<file path="src/rtl/drs_pkg.sv">
package drs_pkg;
  typedef enum logic [1:0] {
    ST_IDLE = 2'd0,
    ST_PREP = 2'd1,
    ST_BUSY = 2'd2
  } drsState_e;

  typedef struct packed {
    logic issue;    // refresh sent this cycle: pay one unit of debt, load the busy timer
    logic busyRun;  // count the busy timer down
  } drsStrobe_t;
endpackage

</file>
<file path="src/rtl/dram_refresh_datapath.sv">
module dram_refresh_datapath
  import drs_pkg::*;
#(
  parameter int INTERVAL = 1300,
  parameter int DEBT_MAX = 8,
  parameter int TRFC     = 12
) (
  input  logic       clk,
  input  logic       rst_n,
  input  drsStrobe_t strobe,
  output logic       debtNz,
  output logic       debtFull,
  output logic       busyDone
);
  localparam int TW = (INTERVAL > 2) ? $clog2(INTERVAL) : 1;
  localparam int DW = $clog2(DEBT_MAX + 1);
  localparam int BW = (TRFC > 2) ? $clog2(TRFC) : 1;
  localparam logic [TW-1:0] TICK_LAST = TW'(INTERVAL - 1);
  localparam logic [DW-1:0] DEBT_TOP  = DW'(DEBT_MAX);
  localparam logic [BW-1:0] BUSY_LOAD = BW'(TRFC - 2);

  logic [TW-1:0] tickCnt;
  logic [DW-1:0] debt;
  logic [BW-1:0] busyCnt;
  logic          tick;
  logic          incr;

  assign tick = (tickCnt == TICK_LAST);

  always_ff @(posedge clk) begin
    if (!rst_n)    tickCnt <= '0;
    else if (tick) tickCnt <= '0;
    else           tickCnt <= tickCnt + 1'b1;
  end

  // An interval end is dropped when the debt is full, unless a refresh pays one back on the same edge.
  assign incr = tick && ((debt != DEBT_TOP) || strobe.issue);

  always_ff @(posedge clk) begin
    if (!rst_n) debt <= '0;
    else begin
      case ({incr, strobe.issue})
        2'b10:   debt <= debt + 1'b1;
        2'b01:   debt <= debt - 1'b1;
        default: debt <= debt;
      endcase
    end
  end

  always_ff @(posedge clk) begin
    if (!rst_n)                            busyCnt <= '0;
    else if (strobe.issue)                 busyCnt <= BUSY_LOAD;
    else if (strobe.busyRun && busyCnt != '0) busyCnt <= busyCnt - 1'b1;
  end

  assign debtNz   = (debt != '0);
  assign debtFull = (debt == DEBT_TOP);
  assign busyDone = (busyCnt == '0);
endmodule

</file>
<file path="src/rtl/dram_refresh_ctrl.sv">
module dram_refresh_ctrl
  import drs_pkg::*;
(
  input  logic       clk,
  input  logic       rst_n,
  input  logic       refGrant,
  input  logic       allIdle,
  input  logic       debtNz,
  input  logic       busyDone,
  output drsStrobe_t strobe,
  output logic       refCmd,
  output logic       cmdBlock
);
  drsState_e state, nextState;

  always_ff @(posedge clk) begin
    if (!rst_n) state <= ST_IDLE;
    else        state <= nextState;
  end

  always_comb begin
    nextState = state;
    strobe    = '0;
    refCmd    = 1'b0;
    case (state)
      ST_IDLE: if (refGrant && debtNz) nextState = ST_PREP;
      ST_PREP: if (allIdle) begin
        refCmd       = 1'b1;
        strobe.issue = 1'b1;
        nextState    = ST_BUSY;
      end
      ST_BUSY: begin
        strobe.busyRun = 1'b1;
        if (busyDone) nextState = ST_IDLE;
      end
      default: nextState = ST_IDLE;
    endcase
  end

  assign cmdBlock = (state == ST_BUSY);
endmodule

</file>
<file path="src/rtl/dram_refresh_sched.sv">
module dram_refresh_sched
  import drs_pkg::*;
#(
  parameter int NUM_BANKS = 4,
  parameter int INTERVAL  = 1300,
  parameter int DEBT_MAX  = 8,
  parameter int TRFC      = 12
) (
  input  logic                 clk,
  input  logic                 rst_n,
  input  logic [NUM_BANKS-1:0] bankIdle,
  input  logic                 refGrant,
  output logic                 refReq,
  output logic                 refUrgent,
  output logic                 refCmd,
  output logic                 cmdBlock
);
  drsStrobe_t strobe;
  logic debtNz, debtFull, busyDone;

  dram_refresh_ctrl u_ctrl (
    .clk      (clk),
    .rst_n    (rst_n),
    .refGrant (refGrant),
    .allIdle  (&bankIdle),
    .debtNz   (debtNz),
    .busyDone (busyDone),
    .strobe   (strobe),
    .refCmd   (refCmd),
    .cmdBlock (cmdBlock)
  );

  dram_refresh_datapath #(
    .INTERVAL (INTERVAL),
    .DEBT_MAX (DEBT_MAX),
    .TRFC     (TRFC)
  ) u_dp (
    .clk      (clk),
    .rst_n    (rst_n),
    .strobe   (strobe),
    .debtNz   (debtNz),
    .debtFull (debtFull),
    .busyDone (busyDone)
  );

  assign refReq    = debtNz;
  assign refUrgent = debtFull;
endmodule

</file>
<file path="config.mk">
export PLATFORM = sky130hd
export DESIGN_NAME = dram_refresh_sched
export DESIGN_NICKNAME = d
export VERILOG_FILES = /design/src/rtl/drs_pkg.sv /design/src/rtl/dram_refresh_datapath.sv /design/src/rtl/dram_refresh_ctrl.sv /design/src/rtl/dram_refresh_sched.sv
export SDC_FILE = /design/constraint.sdc
export NUM_CORES = 1
export LEC_CHECK = 0
export ABC_AREA = 1
export BUFFER_PORTS_ARGS = -buffer_cell sky130_fd_sc_hd__buf_2
export CAP_MARGIN = 25
export CORE_UTILIZATION = 52
export CTS_CLUSTER_SIZE = 25
export DETAILED_ROUTE_END_ITERATION = 12
export MAX_ROUTING_LAYER = met4
export PLACE_DENSITY = 0.7
export SLEW_MARGIN = 15
export SYNTH_ARGS = -nofsm -noshare
export SYNTH_HDL_FRONTEND = slang
export SYNTH_HIERARCHICAL = 1
export SYNTH_SLANG_ARGS = --single-unit
</file>
<file path="constraint.sdc">
create_clock -name clk -period 2 [get_ports clk]
set_input_delay 0.5 -clock clk [delete_from_list [all_inputs] [get_ports clk]]
set_output_delay 0.5 -clock clk [all_outputs]
set_load 0.005 [all_outputs]
</file>
After elaboration in Yosys (flattened, before gate mapping)
Cells that the tools add are included.
- input port bits: 7
- output and inout port bits: 4
- bits in registers: 21
- logic and storage cells: 44
- muxes and demuxes: 10
- reductions and logical operators: 14
- equal/unequal tests: 10
- add/subtract/negate cells: 4
- bitwise gates (word level): 1
- operators with widths (cell ; count):
    11-bit by 1-bit adder with 11-bit output (second input constant) ; 1
    11-bit equality test (second input constant) ; 1
    4-bit two-way mux ; 2
    4-bit one-hot mux with 2 select lines ; 1
    4-bit nonzero test ; 2
    4-bit by 1-bit subtractor with 4-bit output (second input constant) ; 2
    2-bit two-way mux ; 3
    2-bit by 1-bit inequality test with 1-bit output (second input constant) ; 3
    2-bit one-hot mux with 3 select lines ; 1
    4-bit by 1-bit adder with 4-bit output (second input constant) ; 1
    2-bit by 1-bit equality test with 1-bit output (second input constant) ; 2
    2-bit equality test (second input constant) ; 2
    4-bit equality test (second input constant) ; 1
    4-bit zero test ; 1
    4-bit inequality test (second input constant) ; 1
    4-bit AND reduction ; 1
    2-bit nonzero test ; 2
    2-bit OR reduction ; 2
    1-bit logical AND ; 3
    1-bit two-way mux ; 3
    3-bit AND reduction ; 1
    2-bit zero test ; 1
    1-bit logical OR ; 1
    1-bit inverter ; 1

Longest topological paths before layout
Gate-level depths: netlist (run 1).
- depth in word-level cells: 7
- gate-level depth with buffers: 16

Hierarchy
The synthesis (run 1) kept the hierarchy.
- by module, submodules not included (module ; area each (µm²) ; times used ; sequential area each (µm²) ; cells an instance):
    dram_refresh_datapath ; 1068.5 ; 1 ; 380.4 ; 151
    dram_refresh_ctrl ; 132.6 ; 1 ; 40.0 ; 19
    dram_refresh_sched ; 11.3 ; 1 ; 0.0 ; 3

Worst setup path after synthesis (run 1)
OpenSTA, ideal clock, no wires.
- kind: input to register
- start: input port bankIdle[0]
- end: register u_dp.debt[3]
- path slack: -0.032 ns
- path buffers: 1
- stages: 16
- arrival: 1.917 ns
- path through: nand2_1 nor2_1 nand3_2 inv_1 buf_4 nand2_2 inv_1 ha_1 nand2_1 nand2_1 nor2_1 inv_1 nand2_1 nand3_1 nand2_1 nor2_1
- cells in the longest elaborated chain, start to end: 7
- ends and longest elaborated chain (what ; RTL line ; RTL):
    start: declaration ; dram_refresh_sched.sv:11 ; input logic [NUM_BANKS-1:0] bankIdle,
    4-bit AND reduction (*) ; dram_refresh_sched.sv:25 ; .allIdle (&bankIdle),
    1-bit two-way mux (*) (2 in series) ; n/a ;
    net refCmd ; dram_refresh_sched.sv:15 ; output logic refCmd,
    1-bit logical OR ; dram_refresh_datapath.sv:37 ; assign incr = tick && ((debt != DEBT_TOP) || strobe.issue);
    1-bit logical AND ; dram_refresh_datapath.sv:37 ;
    2-bit by 1-bit equality test with 1-bit output or 2-bit equality test (tied branches) ; dram_refresh_datapath.sv:42 ; case ({incr, strobe.issue})
    4-bit one-hot mux with 2 select lines or 2-bit nonzero test (tied branches) ; n/a ;
    end signal: assignment ; dram_refresh_datapath.sv:43 ; 2'b10: debt <= debt + 1'b1;
    end signal: assignment ; dram_refresh_datapath.sv:44 ; 2'b01: debt <= debt - 1'b1;
    end signal: assignment ; dram_refresh_datapath.sv:45 ; default: debt <= debt;
    end: declaration ; dram_refresh_datapath.sv:23 ; logic [DW-1:0] debt;
Mark *: on every way through the listed nets, which the timed path passes. The rest lies on a longest branch.
A chain may end at the register's enable or synchronous reset.

Worst setup path in the final report (run 1)
- start: register u_dp.tickCnt[0]
- end: register u_dp.debt[3]
- cells in the longest elaborated chain, start to end: 4
- ends and longest elaborated chain (what ; RTL line ; RTL):
    start: declaration ; dram_refresh_datapath.sv:22 ; logic [TW-1:0] tickCnt;
    start signal: assignment ; dram_refresh_datapath.sv:33 ; else tickCnt <= tickCnt + 1'b1;
    11-bit equality test (*) ; dram_refresh_datapath.sv:28 ; assign tick = (tickCnt == TICK_LAST);
    1-bit logical AND (*) ; dram_refresh_datapath.sv:37 ;
    2-bit by 1-bit equality test with 1-bit output or 2-bit equality test (tied branches) ; dram_refresh_datapath.sv:42 ;
    4-bit one-hot mux with 2 select lines or 2-bit nonzero test (tied branches) ; n/a ;
Every way passes the cells marked *; elsewhere a longest branch is shown, timed or not.

==> results of run 1 <==
[state kept, by name (all words and copies together) (netlist names)]
signal        count
u_dp/tickCnt     11
u_ctrl/state      2
u_dp/busyCnt      4
u_dp/debt         4
[cell usage after synthesis]
cell and n:
a31oi_1 1, fa_1 1, nor2_1 29, nor2_2 4, buf_4 2, nor4_1 1
nor2_4 1, nand4_1 1, dfxtp_1 21, nor3_1 3, o21ai_0 3, nand2_4 1
nand3_1 10, nand2_2 4, o21ai_1 4, nand2_1 25, xor2_1 4, nor3b_2 2
a21oi_1 5, ha_1 4, inv_2 6, nand3_2 3, nand3b_1 1, inv_1 32
nor3_2 3, a21oi_2 2
[layout by cell type (no fill, tap or decap), drive strengths merged]
cell type / Yosys / routed
nand3: 13 / 13
nor4: 1 / 1
xor2: 4 / 4
buf: 2 / 15
clkbuf: 0 / 3
nor2: 34 / 34
dfxtp: 21 / 21
nand2: 30 / 30
fa: 1 / 1
ha: 4 / 4
a31oi: 1 / 1
nand3b: 1 / 1
o21ai: 7 / 7
nor3b: 2 / 2
a21oi: 7 / 7
nor3: 6 / 6
nand4: 1 / 1
inv: 38 / 38
clkinvlp: 0 / 1
[cell type report]
cell class | count | area (sq um) | share of cell area (%)
clock inverter | 1 | 7.51 | 0.540
clock buffer | 3 | 22.5 | 1.62
timing repair buffer | 15 | 87.6 | 6.30
inverter | 38 | 143 | 10.3
sequential | 21 | 423 | 30.4
tap | 28 | 35.0 | 2.52
multi-input combinational | 112 | 672 | 48.3
[tightest hold or removal path, cell delays in order]
cell	delay (ns)
buf_2	0.15
o21ai_1	0.08
inv_1	0.04
[metrics by stage]
step	total power, mW	std cells
detailed placement	0.468	212
CTS	0.690	218
global route	0.711	218
finish	0.681	218
floorplan	0.454	173
global placement	0.466	212
[logic make-up after synthesis]
kind of cell               count (synthesis)  share of synthesized area (%)
xor gates and xnor gates                   4                           2.89
buffers and inverters                     40                           13.0
adders and majority gates                  5                           5.78
AOI/OAI and AO/OA                         15                           6.91
DFF                                       21                           34.7
and+or+nand+nor                           88                           36.7
[layer usage]
| layer | vias up | track usage (%) | share of wire [%] |
|---|---|---|---|
| met4 | 0 | 13.3 | 2.8 |
| met1 | 484 | 24.5 | 44 |
| met3 | 7 | 3.03 | 2.9 |
| li1 | 560 | - | - |
| met5 | - | - | 0 |
| met2 | 18 | 39.6 | 50 |
[worst paths after layout]
kind              startpoint         endpoint  slack, ns  depth (start not counted)
max          u_dp/tickCnt[0]     u_dp/debt[3]       0.15                         15
min                    rst_n  u_dp/busyCnt[3]       0.48                          3
max reg2reg  u_dp/tickCnt[0]     u_dp/debt[3]       0.15                         15
min reg2reg  u_dp/busyCnt[0]  u_dp/busyCnt[0]       0.50                          2
[power by group through the flow]
| stage | combinational (mW) | sequential, mW | clock [mW] |
|---|---|---|---|
| 4_1_cts | 0.0350 | 0.428 | 0.227 |
| 3_3_place_gp | 0.0297 | 0.437 | 0 |
| 6_report | 0.0367 | 0.430 | 0.214 |
| 5_1_grt | 0.0427 | 0.431 | 0.237 |
| 3_5_place_dp | 0.0311 | 0.437 | 0 |
| 2_1_floorplan | 0.0173 | 0.437 | 0 |
[repair_timing]
| item | in CTS | in global routing |
|---|---|---|
| pin swaps | 1 | 3 |
| endpoints found under the setup margin | 1 | 1 |
| setup buffers | 2 | 0 |
| resized for setup | 3 | 5 |
==> flow_summary.yaml, run 1 <==
pwr:
  power_switching_uw: 163
  seqPwrFrac_pct: 63.2
  ir_worst_vdd_v: 0.000309
  intPower_uw: 518
  p_clk_share_pct: 31.5
  power_frac_comb_pct: 5.4
  power.leakage_nw: 0.608
  swShare_pct: 23.9
  power_density_nw_per_um2: 490
sta:
  setup_viol: 0
  fmax_ghz: 0.542
  slew-limit-headroom_pct: 83.0
  tns_ns: 0
  clock_skew_ns: 0.0102
  worstMarginPinSlew_ns: 0.255
  maxSlewViolCount: 0
  rsz0062_at_grt: "false"
  min_period_over_period_pct: 92.3
  hold_viol: 0
  setup_ws_ns: 0.154
  whs_ns: 0.482
  fin_crit_ns: 1.85
global_routing:
  grt_antenna_before_repair: 0
  grt_max_degree: 14
  overflow: 0
  grt_pass1_vias: 1032
  track_usage_pct: 22.8
  grt_pass1_wl_mm: 4.12
placed_design:
  gp_congestion: 0.831
  place_area_sq_um: 1310
  hpwl_mm: 1.78
  io_buffer_count: 10
  place_ws_ns: -0.0615
synthesis:
  netlist.area_leader.share_pct: 34.7
  avgSynthCellArea_sq_um: 7.01
  syn_area_sq_um: 1210
  synth_area_leaders: "dfxtp_1, inv_1, nor2_1"
  ys_seq_elements: 21
  ys_seq_area_share_pct: 34.7
  synth_cell_types: 26
  post_synth_inst_count: 173
  yosys_warnings: 6
  synth_nets: 185
  synth_top_area_cell: "dfxtp_1"
routing:
  drc_errors: 0
  num_vias: 1069
  antenna_left: 0
  dr.first_iter.drc_count: 38
  viasPerCell: 4.90
  finalWirelength_mm: 2.35
  post_drt_wl_per_cell_um: 10.8
  first_pass_iters: 4
finish:
  final_util_pct: 62.8
  diodes: 0
  post-route-cell-area_sq_um: 1390
  layout.filler_cells: 208
  drive_gt1_share_pct: 28.4
  fin_nets: 203
  syn_to_final_growth_pct: 14.7
critical_path:
  crit_path_frequent_cell: "nand2_1"
  crit_slowest_cell: "dfxtp_2"
  setup.worst_path.end_class: "flop"
  cp_slowest_stage_delay_ns: 0.38
  critPathLaunchType: "flop"
  crit_arrival_ns: 2.06
  cp_cell_sequence: "ha_4, nand2_1, nor2_2, nand3_2, nand2_2, inv_2, ha_1, nand2_1, nor2_2, nor2_2, inv_1, nand2_1, nand3_1, nand2_1, nor2_1"
  worst-path-buf-inv: 2
  required_ns: 2.22
  path_class: "flop to flop"
  cp_max_fo: 3
  path_delay_family: "simple AND/OR/NAND/NOR gates"
clock_tree:
  cts_buffer_depth: 2
  clk-insertion-delay-late_ns: 0.32
  path_clk_slew_ns: 0.13
  numCtsBuffers: 3
  clock_sinks: 21
  cts_tree: "built"
  ctsRootBufferMaster: "clkbuf_4"
  cts_hold_buf: 0
  htree_num_levels: 1
min_path:
  min_path_type: "primary input to flop"
floorplan:
  die_w_um: 50.3
  dieArea_sq_um: 2530
  start_util_pct: 54.8
  io_pins: 11
  die_y_um: 50.3
  core_sq_um: 2210
  row_count: 17
job:
  maxCapViolCount: 0
status:
  outcome: "finished clean"
No activity file was read; power rests on OpenSTA's default activity.
==> inputs of run 2 (changes only) <==
--- a/config.mk
+++ b/config.mk
@@ -8,6 +8,7 @@
 export ABC_AREA = 1
 export BUFFER_PORTS_ARGS = -buffer_cell sky130_fd_sc_hd__buf_2
 export CAP_MARGIN = 25
+export CORE_MARGIN = 5
 export CORE_UTILIZATION = 52
 export CTS_CLUSTER_SIZE = 25
 export DETAILED_ROUTE_END_ITERATION = 12
==> flow_summary.yaml, run 2 (same netlist as run 1, synthesis figures left out) <==
status:
  outcome: "finished clean"
pwr:
  p_total_uw: 664
  ir_worst_vdd_v: 0.000402
  power_density_nw_per_um2: 479
  power.leakage_nw: 0.609
placed_design:
  gp_congestion: 0.815
  hpwl_mm: 1.82
  io_buffer_count: 10
  place_ws_ns: -0.111
  placedCellCount: 213
critical_path:
  crit_arrival_ns: 2.10
  setup.worst_path.end_class: "flop"
  required_ns: 2.20
  critPathLaunchType: "flop"
  cp_max_fo: 3
  path_class: "flop to flop"
  rrSetupSlack_ns: 0.11
sta:
  min_period_over_period_pct: 94.6
  setup_viol: 0
  maxSlewViolCount: 0
  setup_ws_ns: 0.108
  slew-limit-headroom_pct: 84.2
  fin_crit_ns: 1.89
  tns_ns: 0
  fmax_ghz: 0.529
  worstMarginPinSlew_ns: 0.235
  hold_viol: 0
  clock_skew_ns: 0.00244
clock_tree:
  numCtsBuffers: 3
  clock_sinks: 21
  path_clk_slew_ns: 0.12
  cts_hold_buf: 0
  cts_buffer_depth: 2
  cts_tree: "built"
  clk-insertion-delay-late_ns: 0.29
  htree_num_levels: 1
  ctsRootBufferMaster: "clkbuf_4"
  postCtsSetupRepairBufs: 0
global_routing:
  grt_antenna_before_repair: 0
  track_usage_pct: 15.4
  grt_pass1_wl_mm: 4.06
  overflow: 0
  grt_pass1_vias: 1017
  grt_max_degree: 13
routing:
  finalWirelength_mm: 2.29
  viasPerCell: 4.86
  drc_errors: 0
  first_pass_iters: 4
  num_vias: 1054
  dr.first_iter.drc_count: 22
  antenna_left: 0
  post_drt_wl_per_cell_um: 10.5
finish:
  diodes: 0
  fin_cells: 217
  layout_common_cells: "inv_1, nor2_1, nand2_1"
  final_common_cell: "inv_1"
  syn_to_final_growth_pct: 14.3
  largest_registers: "u_dp/tickCnt: 11 flops, u_dp/busyCnt: 4 flops, u_dp/debt: 4 flops"
  fin_nets: 202
  largest_register_ff_count: 11
  layout.filler_cells: 207
  regMostFlops: "u_dp/tickCnt"
  drive_gt1_share_pct: 29.1
min_path:
  min_path_type: "flop to flop"
floorplan:
  start_util_pct: 54.8
  core_sq_um: 2210
  die_w_um: 58.3
  dieArea_sq_um: 3400
  io_pins: 11
  row_count: 17
  die_y_um: 58.3
job:
  maxCapViolCount: 0
run 2: cell count changes in the layout (fill, tap and decap cells not counted), sizes merged:
cell,change
buf,-1
clkinv,+1
clkinvlp,-1
run 2: per-layer routing:
metal  up-vias  wire length (um)  GRT usage (%)
met5         -                 0              -
met4         0                14           5.30
met3         2                68           2.00
met2        14              1190           26.8
met1       476              1010           18.1
li1        562                 -              -
run 2: worst max-delay path: stages, from the launching register on:
cell     delay, ns
dfxtp_2       0.38
ha_4          0.16
nand2_1       0.06
nor2_2        0.11
nand3_2       0.09
nand2_2       0.11
inv_2         0.06
ha_1          0.27
nand2_1       0.08
nor2_2        0.04
nor2_2        0.11
inv_1         0.07
nand2_2       0.08
nand3_1       0.08
nand2_1       0.07
nor2_1        0.04
run 2: timing repair:
action / 4_1_cts / 5_1_grt
pin swaps: 1 / 6
endpoints found under the setup margin: 1 / 1
resized for setup: 4 / 6
run 2: final cells by class:
class,instances,area (sq um),area share (%)
Sequential cell,21,423,30.5
Inverter,38,143,10.3
Multi-Input combinational cell,112,678,48.9
Clock inverter,1,5.00,0.361
Clock buffer,3,22.5,1.62
Tap cell,28,35.0,2.53
Timing Repair Buffer,14,80.1,5.78
run 2: per-stage QoR:
stage               hold WS [ns]  utilization (%)  instance area [sq um]
CTS                        0.492             61.6                   1360
global placement           0.455             59.6                   1320
detailed placement         0.475             59.6                   1320
finish                     0.483             62.7                   1390
floorplan                  0.429                -                   1220
global route               0.499             62.7                   1390
run 2: final timing paths:
| check | endpoint | cells after the start | from |
|---|---|---|---|
| setup / recovery | u_dp/debt[3] | 15 | u_dp/tickCnt[1] |
| hold / removal | u_dp/busyCnt[0] | 2 | u_dp/busyCnt[0] |
| setup reg to reg | u_dp/debt[3] | 15 | u_dp/tickCnt[1] |
| hold reg to reg | u_dp/busyCnt[0] | 2 | u_dp/busyCnt[0] |
run 2: report_power, final:
| part | switching, mW | internal (mW) | total (mW) |
|---|---|---|---|
| clock | 0.125 | 0.0743 | 0.200 |
| combinational | 0.0188 | 0.0158 | 0.0346 |
| sequential | 0.00605 | 0.424 | 0.430 |
==> inputs of run 3 (changes only) <==
--- a/config.mk
+++ b/config.mk
@@ -5,15 +5,14 @@
 export SDC_FILE = /design/constraint.sdc
 export NUM_CORES = 1
 export LEC_CHECK = 0
-export ABC_AREA = 1
 export BUFFER_PORTS_ARGS = -buffer_cell sky130_fd_sc_hd__buf_2
 export CAP_MARGIN = 25
 export CORE_MARGIN = 5
-export CORE_UTILIZATION = 52
+export CORE_UTILIZATION = 51
 export CTS_CLUSTER_SIZE = 25
 export DETAILED_ROUTE_END_ITERATION = 12
 export MAX_ROUTING_LAYER = met4
-export PLACE_DENSITY = 0.7
+export PLACE_DENSITY = 0.69
 export SLEW_MARGIN = 15
 export SYNTH_ARGS = -nofsm -noshare
 export SYNTH_HDL_FRONTEND = slang
==> flow_summary.yaml, run 3 <==
finish:
  regMostFlops: "u_dp/tickCnt"
  final_util_pct: 65.2
  syn_to_final_growth_pct: 22.0
  largest_register_ff_count: 11
  final_common_cell: "dfxtp_1"
  diodes: 0
  drive_gt1_share_pct: 31.8
  post-route-cell-area_sq_um: 1430
  fin_cells: 179
  layout_common_cells: "dfxtp_1, buf_4, nor2_1"
  fin_nets: 164
  largest_registers: "u_dp/tickCnt: 11 flops, u_dp/busyCnt: 4 flops, u_dp/debt: 4 flops"
placed_design:
  hpwl_mm: 1.79
  placedCellCount: 172
  io_buffer_count: 10
  place_area_sq_um: 1350
  gp_congestion: 0.773
  place_ws_ns: -0.155
synthesis:
  post_synth_inst_count: 126
  synth_ff_type: "dfxtp_1"
  ys_async_sr_fraction_pct: 0
  synth_nets: 138
  ys_seq_elements: 21
  synth_edf_count: 0
  synthTopCellsByCount: "dfxtp_1, nor2_1, nand2_1, xnor2_1, inv_1"
  yosysMostFrequentCell: "dfxtp_1"
  synth_cell_types: 48
  synth_area_leaders: "dfxtp_1, xnor2_1, ha_1"
  synth_top_area_cell: "dfxtp_1"
  netlist.area_leader.share_pct: 35.9
  ys_seq_area_share_pct: 35.9
  yosys_warnings: 6
  syn_area_sq_um: 1170
  avgSynthCellArea_sq_um: 9.28
status:
  violations: "negative setup slack"
  outcome: "finished, violations left"
floorplan:
  die_w_um: 57.9
  core_sq_um: 2190
  io_pins: 11
  row_count: 17
  die_y_um: 57.9
  dieArea_sq_um: 3350
  start_util_pct: 53.4
sta:
  fin_crit_ns: 2.03
  worstMarginPinSlew_ns: 0.368
  maxSlewViolCount: 0
  hold_viol: 0
  setup_viol: 1
  fmax_ghz: 0.492
  min_period_over_period_pct: 102
  setup_ws_ns: -0.0323
  clock_skew_ns: 0.00341
  rsz0062_at_grt: "true"
  slew-limit-headroom_pct: 75.4
routing:
  post_drt_wl_per_cell_um: 13.7
  dr.first_iter.drc_count: 27
  drc_errors: 0
  num_vias: 976
  first_pass_iters: 6
  viasPerCell: 5.45
  antenna_left: 0
  finalWirelength_mm: 2.46
clock_tree:
  numCtsBuffers: 3
  cts_buffer_depth: 2
  htree_num_levels: 1
  ctsRootBufferMaster: "clkbuf_4"
  clock_sinks: 21
  cts_tree: "built"
  cts_hold_buf: 0
  path_clk_slew_ns: 0.12
  clk-insertion-delay-late_ns: 0.31
critical_path:
  crit_slowest_cell: "dfxtp_2"
  r2r_start: "u_dp/tickCnt[1]"
  crit_start: "u_dp/tickCnt[1]"
  cp_cell_sequence: "ha_4, and4bb_2, nand3_4, nand2_4, inv_4, ha_4, a21o_1, a21oi_2, mux2i_1, mux2i_1"
  setup.worst_path.end_class: "flop"
  crit_arrival_ns: 2.27
  cp_max_fo: 3
  critPathLaunchType: "flop"
  cp_slowest_stage_delay_ns: 0.37
  ff2ff_path_depth: 10
  path_class: "flop to flop"
  required_ns: 2.24
min_path:
  min_path_type: "primary input to flop"
  hp-start: "refGrant"
  hold_path_depth: 3
pwr:
  ir_worst_vdd_v: 0.000431
  power_switching_uw: 158
  power.leakage_nw: 0.606
  swShare_pct: 23.4
  seqPwrFrac_pct: 63.4
  power_density_nw_per_um2: 473
  intPower_uw: 517
  power_frac_comb_pct: 5.3
  p_total_uw: 675
  p_clk_share_pct: 31.3
global_routing:
  grt_max_degree: 18
  grt_pass1_vias: 956
  grt_antenna_before_repair: 0
  track_usage_pct: 16.3
  overflow: 0
  grt_pass1_wl_mm: 4.13
job:
  maxCapViolCount: 0
## run 3: cell types whose count changed after synthesis, moves of 4 or more
cell and delta:
inv_1 -27, nor2_1 -18, nand2_1 -15, nand3_1 -9, xnor2_1 +8, inv_2 -5, mux2i_1 +4, nor2_2 -4
o21ai_1 -4
## run 3: metal layers
metal / part of all wire, % / vias up / global-route usage [%] / routed length, um
met3: 2.8 / 5 / 2.00 / 69
met2: 49 / 16 / 26.6 / 1210
met1: 46 / 465 / 20.1 / 1130
met4: 1.9 / 0 / 6.95 / 46
li1: - / 490 / - / -
met5: 0 / - / - / 0
## run 3: layout make-up
class | instances | area, sq um
fill | 194 | 763
multi-input combinational | 95 | 754
sequential | 21 | 423
timing repair buffer | 25 | 163
tap | 28 | 35.0
inverter | 6 | 25.0
clock buffer | 3 | 22.5
clock inverter | 1 | 5.00
## run 3: timing repair
| action | in CTS | in global routing |
|---|---|---|
| pin swaps | 3 | 3 |
| gates resized for setup | 4 | 2 |
| buffers inserted | 3 | 0 |
| setup endpoints to repair | 1 | 3 |
| endpoints found under the hold margin | 0 | 0 |
## run 3: stage by stage
| step | setup TNS (ns) | hold WS, ns |
|---|---|---|
| after floorplan | -0.377 | 0.413 |
| after global placement | -0.168 | 0.423 |
| after detailed placement | -0.272 | 0.453 |
| after CTS | -0.0365 | 0.456 |
| after global routing | -0.267 | 0.452 |
| final | -0.0323 | 0.464 |
## run 3: critical path, delay by kind of cell, from the launching register on
kind / cells / cell delay [ns]
compound gates: 2 / 0.28
fa+ha+maj: 2 / 0.33
buf+inv: 1 / 0.05
flops: 1 / 0.37
mux: 2 / 0.43
simple gates: 3 / 0.49
## run 3: worst paths after layout
| check | slack, ns | to |
|---|---|---|
| worst min-delay path | 0.46 | u_ctrl/state[0] |
| worst max register to register | -0.03 | u_dp/debt[3] |
| worst max-delay path | -0.03 | u_dp/debt[3] |
| worst min register to register | 0.52 | u_dp/debt[3] |
## run 3: power by group through the flow
stage	combinational (mW)	sequential (mW)	clock (mW)
finish	0.0356	0.428	0.211
global placement	0.0308	0.435	0
CTS	0.0352	0.428	0.220
detailed placement	0.0315	0.435	0
global route	0.0397	0.429	0.243
floorplan	0.0162	0.436	0
## run 3: cell families after synthesis
logic type / Yosys count / synth area share [%]
buffers and inverters: 10 / 3.85
AOI/OAI and AO/OA: 13 / 7.49
DFF: 21 / 35.9
muxes: 4 / 3.42
and+or+nand+nor: 61 / 34.3
adders and majority gates: 5 / 5.99
xor gates and xnor gates: 12 / 8.98
